**src/rtl/pcc_pkg.sv**
```systemverilog
package pcc_pkg;

    typedef enum logic [1:0] {
        KIND_FROZEN = 2'b00,
        KIND_INFO   = 2'b01,
        KIND_PARITY = 2'b10,
        KIND_RSVD   = 2'b11
    } pos_kind_e;

endpackage

```
**src/rtl/pcc_pos_counter.sv**
```systemverilog
module pcc_pos_counter #(
    parameter int N_POS = 32,
    localparam int IDX_W = (N_POS > 1) ? $clog2(N_POS) : 1
) (
    input  logic             clk,
    input  logic             rst_n,
    input  logic             en,
    output logic [IDX_W-1:0] idx,
    output logic             last
);

    localparam logic [IDX_W-1:0] LAST_IDX = IDX_W'(N_POS - 1);

    typedef struct packed {
        logic [IDX_W-1:0] idx;
    } cnt_t;

    cnt_t cnt_d, cnt_q;

    always_comb begin
        cnt_d = cnt_q;
        if (en) begin
            if (cnt_q.idx == LAST_IDX) cnt_d.idx = '0;
            else                       cnt_d.idx = cnt_q.idx + 1'b1;
        end
    end

    always_ff @(posedge clk) begin
        if (!rst_n) cnt_q <= '0;
        else        cnt_q <= cnt_d;
    end

    assign idx  = cnt_q.idx;
    assign last = (cnt_q.idx == LAST_IDX);

    assert_wrap_R7: assert property (@(posedge clk) disable iff (!rst_n)
        (en && cnt_q.idx == LAST_IDX) |=> (cnt_q.idx == '0));

    assert_idle_hold_R9: assert property (@(posedge clk) disable iff (!rst_n)
        !en |=> $stable(cnt_q.idx));

endmodule

```
**src/rtl/pcc_cyc_reg.sv**
```systemverilog
module pcc_cyc_reg #(
    parameter int SPAN = 5
) (
    input  logic clk,
    input  logic rst_n,
    input  logic en,
    input  logic clear,
    input  logic is_parity,
    input  logic bit_in,
    output logic head
);

    typedef struct packed {
        logic [SPAN-1:0] cells;
    } ring_t;

    ring_t ring_d, ring_q;
    logic [SPAN-1:0] folded;

    always_comb begin
        ring_d = ring_q;
        folded = ring_q.cells;
        if (!is_parity) folded[0] = ring_q.cells[0] ^ bit_in;
        if (en) begin
            if (clear) ring_d.cells = '0;
            else       ring_d.cells = {folded[0], folded[SPAN-1:1]};
        end
    end

    always_ff @(posedge clk) begin
        if (!rst_n) ring_q <= '0;
        else        ring_q <= ring_d;
    end

    assign head = ring_q.cells[0];

    assert_clear_R7: assert property (@(posedge clk) disable iff (!rst_n)
        (en && clear) |=> (ring_q.cells == '0));

    assert_parity_skip_R5: assert property (@(posedge clk) disable iff (!rst_n)
        (en && is_parity && !clear) |=> (ring_q.cells[SPAN-1] == $past(ring_q.cells[0])));

    assert_idle_hold_R9: assert property (@(posedge clk) disable iff (!rst_n)
        !en |=> $stable(ring_q.cells));

endmodule

```
**src/rtl/pcc_gen_top.sv**
```systemverilog
module pcc_gen_top #(
    parameter int N_POS = 32,
    parameter int SPAN  = 5,
    localparam int IDX_W = (N_POS > 1) ? $clog2(N_POS) : 1
) (
    input  logic             clk,
    input  logic             rst_n,
    input  logic             pos_en,
    input  logic [1:0]       pos_kind,
    input  logic             info_bit,
    input  logic             info_vld,
    output logic             info_take,
    output logic             u_vld,
    output logic             u_bit,
    output logic [IDX_W-1:0] u_idx,
    output logic             u_last,
    output logic             underflow
);

    import pcc_pkg::*;

    typedef struct packed {
        logic             vld;
        logic             bitv;
        logic [IDX_W-1:0] idx;
        logic             last;
        logic             uflow;
    } beat_t;

    beat_t beat_d, beat_q;

    logic [IDX_W-1:0] cur_idx;
    logic             cur_last;
    logic             ring_head;
    logic             is_info;
    logic             is_parity;
    logic             bit_now;
    pos_kind_e        kind;

    assign kind = pos_kind_e'(pos_kind);

    pcc_pos_counter #(.N_POS(N_POS)) u_cnt (
        .clk  (clk),
        .rst_n(rst_n),
        .en   (pos_en),
        .idx  (cur_idx),
        .last (cur_last)
    );

    pcc_cyc_reg #(.SPAN(SPAN)) u_ring (
        .clk      (clk),
        .rst_n    (rst_n),
        .en       (pos_en),
        .clear    (cur_last),
        .is_parity(is_parity),
        .bit_in   (bit_now),
        .head     (ring_head)
    );

    always_comb begin
        is_info   = (kind == KIND_INFO);
        is_parity = (kind == KIND_PARITY);
        unique case (kind)
            KIND_INFO:   bit_now = info_vld & info_bit;
            KIND_PARITY: bit_now = ring_head;
            default:     bit_now = 1'b0;
        endcase

        beat_d       = beat_q;
        beat_d.vld   = pos_en;
        if (pos_en) begin
            beat_d.bitv  = bit_now;
            beat_d.idx   = cur_idx;
            beat_d.last  = cur_last;
            beat_d.uflow = is_info & ~info_vld;
        end else begin
            beat_d.uflow = 1'b0;
        end
    end

    always_ff @(posedge clk) begin
        if (!rst_n) beat_q <= '0;
        else        beat_q <= beat_d;
    end

    assign info_take = pos_en & is_info & info_vld;
    assign u_vld     = beat_q.vld;
    assign u_bit     = beat_q.bitv;
    assign u_idx     = beat_q.idx;
    assign u_last    = beat_q.last;
    assign underflow = beat_q.uflow;

    assert_frozen_zero_R2: assert property (@(posedge clk) disable iff (!rst_n)
        (pos_en && (pos_kind == 2'b00 || pos_kind == 2'b11)) |=> (u_vld && !u_bit));

    assert_info_pass_R3: assert property (@(posedge clk) disable iff (!rst_n)
        (pos_en && pos_kind == 2'b01 && info_vld) |=> (u_bit == $past(info_bit)));

    assert_latency_R6: assert property (@(posedge clk) disable iff (!rst_n)
        pos_en |=> u_vld);

    assert_no_beat_R9: assert property (@(posedge clk) disable iff (!rst_n)
        !pos_en |=> !u_vld);

    assert_underflow_R8: assert property (@(posedge clk) disable iff (!rst_n)
        (pos_en && pos_kind == 2'b01 && !info_vld) |=> (underflow && !u_bit));

    assert_uflow_beat_R8: assert property (@(posedge clk) disable iff (!rst_n)
        underflow |-> u_vld);

endmodule

```
**config.mk**
```make
export PLATFORM = sky130hd
export DESIGN_NAME = pcc_gen_top
export DESIGN_NICKNAME = d
export VERILOG_FILES = /design/src/rtl/pcc_pkg.sv /design/src/rtl/pcc_pos_counter.sv /design/src/rtl/pcc_cyc_reg.sv /design/src/rtl/pcc_gen_top.sv
export SDC_FILE = /design/constraint.sdc
export NUM_CORES = 1
export LEC_CHECK = 0
export ABC_AREA = 0
export BUFFER_PORTS_ARGS = -buffer_cell sky130_fd_sc_hd__clkbuf_2
export CAP_MARGIN = 0
export CORE_UTILIZATION = 26
export DETAILED_ROUTE_END_ITERATION = 16
export PLACE_DENSITY_LB_ADDON = 0.2
export SKIP_CTS_REPAIR_TIMING = 1
export SLEW_MARGIN = 0
export SYNTH_ARGS = -nofsm -noshare
export SYNTH_HDL_FRONTEND = slang
export SYNTH_SLANG_ARGS = --single-unit
```
**constraint.sdc**
```tcl
create_clock -name clk -period 1.4 [get_ports clk]
set_clock_uncertainty 0.05 [all_clocks]
set_input_delay 0.14 -clock clk [delete_from_list [all_inputs] [get_ports clk]]
set_output_delay 0.14 -clock clk [all_outputs]
set_load 0.02 [all_outputs]
```
Word-level counts from Yosys, hierarchy flattened
Index checks and enable logic that the tools add are counted.

operators by class
  eq/ne operators = 3
  multiplexer cells = 4
  add/subtract/negate cells = 1
  bitwise gates (word level) = 6
  reduce and logical (&&, ||, !) cells = 1

operators with widths
  cell                                                             count
  5-bit two-way mux                                                2
  5-bit by 1-bit adder with 5-bit output, second input constant    1
  5-bit == test, second input constant                             1
  1-bit bitwise AND                                                4
  2-bit by 1-bit == test with 1-bit output, second input constant  1
  2-bit == test, second input constant                             1
  1-bit one-hot mux with 2 select lines                            1
  2-bit AND reduction                                              1
  1-bit two-way mux                                                1
  1-bit NOT                                                        1
  1-bit XOR                                                        1

storage, ports and cells
  flip-flop bits (word level) = 19
  output and inout bits = 10
  input bits = 7

Depth between registers and ports, before layout
Gate-level depths: netlist of the first run.

  word-level depth = 5
  depth in mapped cells = 6

Modules after synthesis
From an unflattened synthesis of the first run, not the netlist that was laid out.

unflattened totals
  cells, all modules = 86
  area, all modules = 855.8 um2

modules (own cells, without submodules)
  module           area each (um2)  instances  cells each
  pcc_gen_top      382.9            1          34
  pcc_pos_counter  244.0            1          25
  pcc_cyc_reg      229.0            1          27

Least setup slack after synthesis of the first run
Ideal clock, no wire load.

  path kind = flip-flop to flip-flop
  start = register u_cnt.cnt_q (netlist bit u_cnt.idx[0])
  end = register u_cnt.cnt_q (netlist bit u_cnt.idx[3])
  stages on the path, launching flop included = 7
  clock period less this slack = 1.542 ns
  data required time = 1.234 ns
  path buffers = 0
  arrival = 1.377 ns
  path slack = -0.142 ns
  cell sequence = dfxtp_1 -> ha_1 -> and3_1 -> ha_1 -> nor2b_4 -> and4b_1 -> a31o_1

between the ends
  longest elaborated chain between the ends = 2
  elaborated cells between the ends (all ways) = 3

ends and longest elaborated chain
  item                    line                   source
  start, declared         pcc_pos_counter.sv:18  cnt_t cnt_d, cnt_q;
  start signal, assigned  pcc_pos_counter.sv:30  else cnt_q <= cnt_d;
  5-bit == test           --
  net cur_last            pcc_gen_top.sv:33      logic cur_last;
  5-bit two-way mux       pcc_pos_counter.sv:23  if (cnt_q.idx == LAST_IDX) cnt_d.idx = '0;

The timed path passes the listed nets, and every way through them passes these cells.
A chain may end at the register's enable or synchronous reset.

Final worst setup path of the first run
  start = register u_cnt.cnt_q (netlist bit u_cnt.idx[1])
  end = register u_cnt.cnt_q (netlist bit u_cnt.idx[3])

The elaborated chain is that of the path after synthesis.

==> results of run 1 <==
-- worst max-delay path: cells and delay by family, from the launching register on --
| kind | cells | cell delay (ns) |
|---|---|---|
| AOI/OAI and AO/OA | 1 | 0.17 |
| adders and majority gates | 2 | 0.32 |
| DFF | 1 | 0.36 |
| and+or+nand+nor | 3 | 0.43 |
-- layout make-up --
cell class                      count  area, µm²
Clock buffer                        3       22.5
Clock inverter                      1       5.00
Fill cell                         340       1980
Inverter                            4       15.0
Multi-Input combinational cell     60        488
Sequential cell                    19        383
Tap cell                           44       55.1
Timing Repair Buffer               25        151
-- state kept, by name, indices dropped and copies added, names as in the netlist --
name           cells
underflow          1
u_last             1
u_cnt.idx          5
u_bit              1
u_vld              1
u_idx              5
u_ring.ring_q      5
-- through the flow --
stage	hold WS [ns]	power (mW)
2_1_floorplan	0.232	0.640
3_3_place_gp	0.413	0.677
3_5_place_dp	0.416	0.678
4_1_cts	0.0793	0.968
5_1_grt	0.0759	1.01
6_report	0.0911	0.948
-- path summary, 6_finish.rpt --
path | start | endpoint | slack, ns | depth (start not counted)
worst max-delay path | u_cnt.idx[1]$_SDFFE_PN0P_ | u_cnt.idx[3]$_SDFFE_PN0P_ | -0.02 | 6
worst min-delay path | info_vld | underflow$_SDFF_PN0_ | 0.09 | 2
worst max register to register | u_cnt.idx[1]$_SDFFE_PN0P_ | u_cnt.idx[3]$_SDFFE_PN0P_ | -0.02 | 6
worst min register to register | u_ring.ring_q[4]$_SDFFE_PN0P_ | u_ring.ring_q[4]$_SDFFE_PN0P_ | 0.47 | 2
-- cells in the final DEF (no fill, tap or decap), types with 3 or more instances in the layout --
cell type  instances
and2_1             3
buf_4              8
clkbuf_2          16
clkbuf_4           3
dfxtp_1           17
inv_1              4
mux2i_1            9
nand2_1            3
nand3b_1           3
nor2b_1           13
-- logic make-up (layout without fill, tap and decap cells) --
group	count (synthesis)	after routing	synth area share (%)
and+or+nand+nor	36	36	27.3
AOI/OAI and AO/OA	11	11	8.05
muxes	9	9	10.3
adders and majority gates	4	4	5.75
buffers and inverters	8	33	4.88
DFF	19	19	43.7
-- layer usage --
| metal | routed length [µm] | part of all wire, % | global-route usage [%] | vias to the layer above |
|---|---|---|---|---|
| met5 | 0 | 0 | 0 | - |
| met4 | 33 | 2.0 | 5.98 | 0 |
| met3 | 48 | 3.0 | 1.95 | 4 |
| met2 | 722 | 45 | 16.3 | 10 |
| met1 | 809 | 50 | 14.0 | 306 |
| li1 | - | - | - | 349 |
-- power groups by stage --
stage / registers, mW / logic [mW] / clock network [mW]
final: 0.559 / 0.108 / 0.281
after global placement: 0.571 / 0.106 / 0
after detailed placement: 0.572 / 0.107 / 0
after floorplan: 0.579 / 0.0613 / 0
after global routing: 0.561 / 0.123 / 0.330
after CTS: 0.560 / 0.107 / 0.302
==> flow_summary.ini, run 1 <==
[job]
drv_cap = 0

[logic_synthesis]
synth_cells = 87
ys_types = 29
ys_seq_area_share_pct = 43.7
yosysWarningCount = 0
synth.cell_area_um2 = 871
synthFlopType = dfxtp_1
synth_area_leaders = dfxtp_1 (44%), mux2i_1 (10%), nor2b_1 (9.3%)
ys_ff_latch = 19
synth_common_cells = dfxtp_1 (19), nor2b_1 (13), mux2i_1 (9)
synth_top_area_share_pct = 43.7
synth_edf_count = 0
synth_async_sr_flop_share_pct = 0
yosysMostFrequentCell = dfxtp_1
yosys.area.top_type = dfxtp_1
syn_nets = 98
syn_area_per_cell_um2 = 10.0

[cells_and_area]
n_antenna_cell = 0
fin_area_um2 = 1120
drive_gt1_share_pct = 34.8
fin_util_pct = 36.1
fin_cells = 156
area_growth_pct = 28.6
final_nets = 124

[sta]
setup_viol = 1
maxSlewHeadroom_pct = 77.0
tns_ns = -0.0239
period_share_pct = 102
grt_setup_unrepaired = true
fin_ws_ns = -0.0239
slew_violations = 0
worstMarginPinSlew_ns = 0.345
fmax_mhz = 702
period_needed_ns = 1.42
hold_viol = 0

[grt]
grt_pass1_wl_mm = 2.82
grt_usage_pct = 10.7
grt_pass1_vias = 647
antenna_found_initial = 0
grt_max_degree = 22
globalRoute.totalOverflow = 0

[clocking]
cts_sinks = 19
worstSkewPairLatency_ns = 0.30
numCtsBuffers = 3
path_clk_slew_ns = 0.11
cts_tree = built
h-tree-depth = 1
cts_root_buf = clkbuf_4
cts_buffer_depth = 2

[critical_path]
endpoint_kind = register
critPathRequiredTime_ns = 1.56
start_kind = register
path_class = register to register
path_max_fanout = 8
crit_top_cell = ha_4
crit_chain = ha_4, and3_4, ha_4, nor2b_4, and4b_1, a31o_1
worstPathArrival_ns = 1.58
slowest_stage = dfxtp_2
cp_slowest_stage_delay_ns = 0.36

[power_and_ir_drop]
power_frac_comb_pct = 11.4
power_frac_seq_pct = 59.0
p_sw_mw = 0.236
intPower_mw = 0.712
switching_share_pct = 24.9
ir_drop_v = 0.000257
clock_power_share_pct = 29.6
p_leak_nw = 0.501
power.density_nw_per_um2 = 846

[floorplan]
die_h_um = 59.9
start_util_pct = 28.1
fp.dieW_um = 59.9
ioPinCount = 17
rows = 20
dieArea_um2 = 3590
core_area_um2 = 3100

[placement]
dp_hpwl_mm = 1.15
dp_cells = 150
portBuffers = 16
post-place-ws_ns = -0.0196
place.gp.congestion = 0.708
post_dp_cell_area_um2 = 1060

[routing]
vias_per_cell = 4.29
drc_errors = 0
vias = 669
ant_nets = 0
drt_iter0_drc = 4
post_drt_wl_per_cell_um = 10.3
routed_wl_mm = 1.61
dr.pass1.iters = 3

[hold_path]
hold_path.class = input port to register

[status]
status = finished with violations
violations = setup timing
Note: power is estimated with default switching activity, not from simulation.
==> run 2: changes to the inputs <==
- clock period: 1.4 -> 1.5 ns (I/O delays scaled with it)
==> run 2 against run 1 <==
Compared with the run above: the run now ends clean; register-to-register slack improved by 0.08 ns; non-clock buffer count is 3 lower; largest cell class unchanged; maximum frequency decreased by 1.5%; sequential power fell by 7.0%; critical path depth stayed put; critical endpoint unchanged; core utilization decreased by 1.5 points.
==> flow_summary.ini, run 2 (synthesized netlist as in run 1, its figures left out) <==
[clocking]
worstSkewPairLatency_ns = 0.29
numCtsBuffers = 3
h-tree-depth = 1
cts_root_buf = clkbuf_4
cts_tree = built
path_clk_slew_ns = 0.11
cts_buffer_depth = 2
cts_sinks = 19

[grt]
grt_max_degree = 22
globalRoute.totalOverflow = 0
antenna_found_initial = 0
grt_pass1_vias = 617
grt_usage_pct = 9.97
grt_pass1_wl_mm = 2.67

[job]
drv_cap = 0

[routing]
top_layer = met3
wl_met3_um = 63
drt_iter0_drc = 7
routed_wl_mm = 1.59
vias = 664
vias_per_cell = 4.34
drc_errors = 0
wl_met2_um = 747
post_drt_wl_per_cell_um = 10.4
dr.pass1.iters = 4
wl_met1_um = 781
ant_nets = 0

[power_and_ir_drop]
total_power_mw = 0.872
ir_drop_v = 0.000379
p_leak_nw = 0.479
power.density_nw_per_um2 = 811

[critical_path]
critPathRequiredTime_ns = 1.65
worstPathArrival_ns = 1.59
endpoint_kind = register
crit_family = simple AND/OR/NAND/NOR gates
worst-path-buf-inv = 0
path_max_fanout = 7
path_class = register to register
slowest_stage = dfxtp_1
crit_chain = ha_2, and3_4, ha_4, nor2b_4, and4b_1, a31o_1
start_kind = register
cp_slowest_stage_delay_ns = 0.35

[cells_and_area]
fin_cells = 153
fin_area_um2 = 1070
drive_gt1_share_pct = 29.4
final_nets = 121
n_antenna_cell = 0
area_growth_pct = 23.4
fill_cells = 337
final_cell_mix = dfxtp_1 (18), clkbuf_2 (16), nor2b_1 (13)
final_common_cell = dfxtp_1
multi_input_area_um2 = 472
seqCellArea_um2 = 382

[sta]
tns_ns = 0
hold_viol = 0
period_share_pct = 96.4
worstMarginPinSlew_ns = 0.363
whs_ns = 0.117
setup_viol = 0
maxSlewHeadroom_pct = 75.8
fmax_mhz = 692
slew_violations = 0
period_needed_ns = 1.45

[hold_path]
hold_path.class = input port to register

[floorplan]
die_h_um = 59.9
rows = 20
start_util_pct = 28.1
fp.dieW_um = 59.9
core_area_um2 = 3100
ioPinCount = 17
dieArea_um2 = 3590

[placement]
portBuffers = 16
post_dp_cell_area_um2 = 1030
dp_cells = 149
dp_hpwl_mm = 1.14
place.gp.congestion = 0.781

[status]
status = finished clean
==> run 2: changes by cell type in the layout (fill, tap and decap cells not counted) <==
cell,before,now
a21oi_2,2,1
nor2_2,1,0
clkinv_2,1,0
a21oi_1,1,2
clkbuf_1,0,1
ha_4,2,1
dfxtp_1,17,18
buf_6,1,0
buf_4,8,6
dfxtp_2,2,1
ha_2,0,1
nor2_1,1,2
==> run 2: layer usage <==
layer | track usage, % | vias to the layer above
met5 | 0 | -
met4 | 0.997 | 0
met3 | 4.76 | 0
met2 | 14.9 | 9
met1 | 13.4 | 310
li1 | - | 345
==> run 2: power by group <==
group | internal (mW) | switching (mW) | leakage [nW] | total (mW)
Combinational | 0.0459 | 0.0502 | 0.310 | 0.0961
Clock | 0.103 | 0.153 | 0.0150 | 0.256
Sequential | 0.515 | 0.00493 | 0.154 | 0.520
Total | 0.664 | 0.208 | 0.479 | 0.872
==> run 2: cell type report <==
type	instances	area share, %
Clock buffer	4	2.44
Timing Repair Buffer	22	11.6
Multi-Input combinational cell	60	43.9
Inverter	4	1.40
Tap cell	44	5.12
Sequential cell	19	35.5
==> run 2: final timing paths <==
| path | startpoint | endpoint | slack [ns] | cells past startpoint |
|---|---|---|---|---|
| worst max register to register | u_cnt.idx[1]$_SDFFE_PN0P_ | u_cnt.idx[3]$_SDFFE_PN0P_ | 0.05 | 6 |
| worst max-delay path | u_cnt.idx[1]$_SDFFE_PN0P_ | u_cnt.idx[3]$_SDFFE_PN0P_ | 0.05 | 6 |
| worst min register to register | u_ring.ring_q[4]$_SDFFE_PN0P_ | u_ring.ring_q[4]$_SDFFE_PN0P_ | 0.48 | 2 |
| worst min-delay path | info_vld | underflow$_SDFF_PN0_ | 0.12 | 2 |
==> run 2: through the flow <==
stage	utilization [%]	worst slack [ns]
global placement	33.1	0.0509
global route	34.6	-0.00562
finish	34.6	0.0547
detailed placement	33.1	0.00445
CTS	33.9	-0.0223
floorplan	-	0.0113
==> run 3: changes to the inputs <==
- PLACE_DENSITY: default -> 0.55
- PLACE_DENSITY_LB_ADDON: 0.2 -> default
- SLEW_MARGIN: 0 -> 10
==> run 3 against run 2 <==
Compared with the run above: count of clock-buffer cells in the layout unchanged; design area decreased by 0.93%; sequential share of layout area rose by 0.45 points; maximum frequency is essentially flat; power down 0.50%; die area stayed put; non-clock buffer count fell by 1; cell count decreased by 0.65%; via count shrank 1.8%; wire length shrank 3.3%.
==> flow_summary.ini, run 3 (synthesized netlist as in run 1, its figures left out) <==
[placement]
place.gp.congestion = 0.785
dp_hpwl_mm = 1.10
post_dp_cell_area_um2 = 1020
post-place-ws_ns = -0.0152
portBuffers = 16
dp_cells = 148

[critical_path]
path_max_fanout = 7
start_kind = register
endpoint_kind = register
cp_slowest_stage_delay_ns = 0.35
worst-path-buf-inv = 1
critPathRequiredTime_ns = 1.64
worstPathArrival_ns = 1.59
crit_family = adder cells
path_class = register to register
slowest_stage = dfxtp_2
crit_chain = ha_2, and3_4, ha_4, nor2b_4, buf_4, a21oi_1, nor2b_1

[sta]
worstMarginPinSlew_ns = 0.397
maxSlewHeadroom_pct = 73.6
period_needed_ns = 1.44
whs_ns = 0.115
fmax_mhz = 692
grt_setup_unrepaired = false
setup_viol = 0
period_share_pct = 96.3
fin_ws_ns = 0.0556
hold_viol = 0
slew_violations = 0

[floorplan]
dieArea_um2 = 3590
die_h_um = 59.9
start_util_pct = 28.1
fp.dieW_um = 59.9
core_area_um2 = 3100
rows = 20
ioPinCount = 17

[power_and_ir_drop]
ir_drop_v = 0.000247
switching_share_pct = 23.5
intPower_mw = 0.663
total_power_mw = 0.867
power_frac_seq_pct = 60.0
p_sw_mw = 0.204
power.density_nw_per_um2 = 815
power_frac_comb_pct = 10.9
p_leak_nw = 0.473
clock_power_share_pct = 29.1

[grt]
antenna_found_initial = 0
grt_max_degree = 22
globalRoute.totalOverflow = 0
grt_usage_pct = 10.1
grt_pass1_vias = 606
grt_pass1_wl_mm = 2.62

[cells_and_area]
final_nets = 120
area_growth_pct = 22.3
n_antenna_cell = 0
fin_cells = 152
fin_area_um2 = 1060
final_common_cell = dfxtp_1
final_cell_mix = dfxtp_1 (17), clkbuf_2 (16), nor2b_1 (13)
drive_gt1_share_pct = 28.7

[routing]
drc_errors = 0
ant_nets = 0
post_drt_wl_per_cell_um = 10.1
vias = 652
vias_per_cell = 4.29
dr.pass1.iters = 3
routed_wl_mm = 1.54
drt_iter0_drc = 5

[clocking]
cts_sinks = 19
cts_root_buf = clkbuf_4
worstSkewPairLatency_ns = 0.29
cts_buffer_depth = 2
numCtsBuffers = 3
path_clk_slew_ns = 0.10
cts_tree = built
h-tree-depth = 1

[status]
status = finished clean

[hold_path]
hold_path.class = input port to register

[job]
drv_cap = 0
-- run 3: stage by stage --
stage                     utilization [%]  setup TNS [ns]
after floorplan                         -               0
after global placement               32.8               0
after detailed placement             32.8         -0.0234
after CTS                            33.7         -0.0544
after global routing                 34.3               0
final                                34.3               0
-- run 3: routing by layer --
metal  GRT usage [%]  wire [µm]  vias up
met4            6.98         27        0
met3            2.16         47        2
li1                -          -      339
met2            16.0        722       11
met1            12.0        743      300
met5               0          0        -
-- run 3: power by group through the flow --
stage	registers, mW	logic, mW	clock network [mW]
final	0.520	0.0949	0.252
after global routing	0.522	0.106	0.290
after CTS	0.519	0.0954	0.270
after detailed placement	0.531	0.0952	0
after global placement	0.530	0.0934	0
after floorplan	0.537	0.0559	0
-- run 3: area by class of cell --
| cell class | count | area, µm² |
|---|---|---|
| fillers | 348 | 2040 |
| multi-input cells | 60 | 468 |
| flip-flops and latches | 19 | 383 |
| repair buffers | 21 | 118 |
| well taps | 44 | 55.1 |
| clock buffers | 4 | 26.3 |
| inverters | 4 | 15.0 |
-- run 3: path summary, 6_finish.rpt --
| kind | from | slack [ns] | cells after the start | end |
|---|---|---|---|---|
| max | u_cnt.idx[0]$_SDFFE_PN0P_ | 0.06 | 7 | u_ring.ring_q[0]$_SDFFE_PN0P_ |
| min | info_vld | 0.11 | 2 | underflow$_SDFF_PN0_ |
| max reg2reg | u_cnt.idx[0]$_SDFFE_PN0P_ | 0.06 | 7 | u_ring.ring_q[0]$_SDFFE_PN0P_ |
| min reg2reg | u_cnt.idx[2]$_SDFFE_PN0P_ | 0.47 | 2 | u_cnt.idx[2]$_SDFFE_PN0P_ |
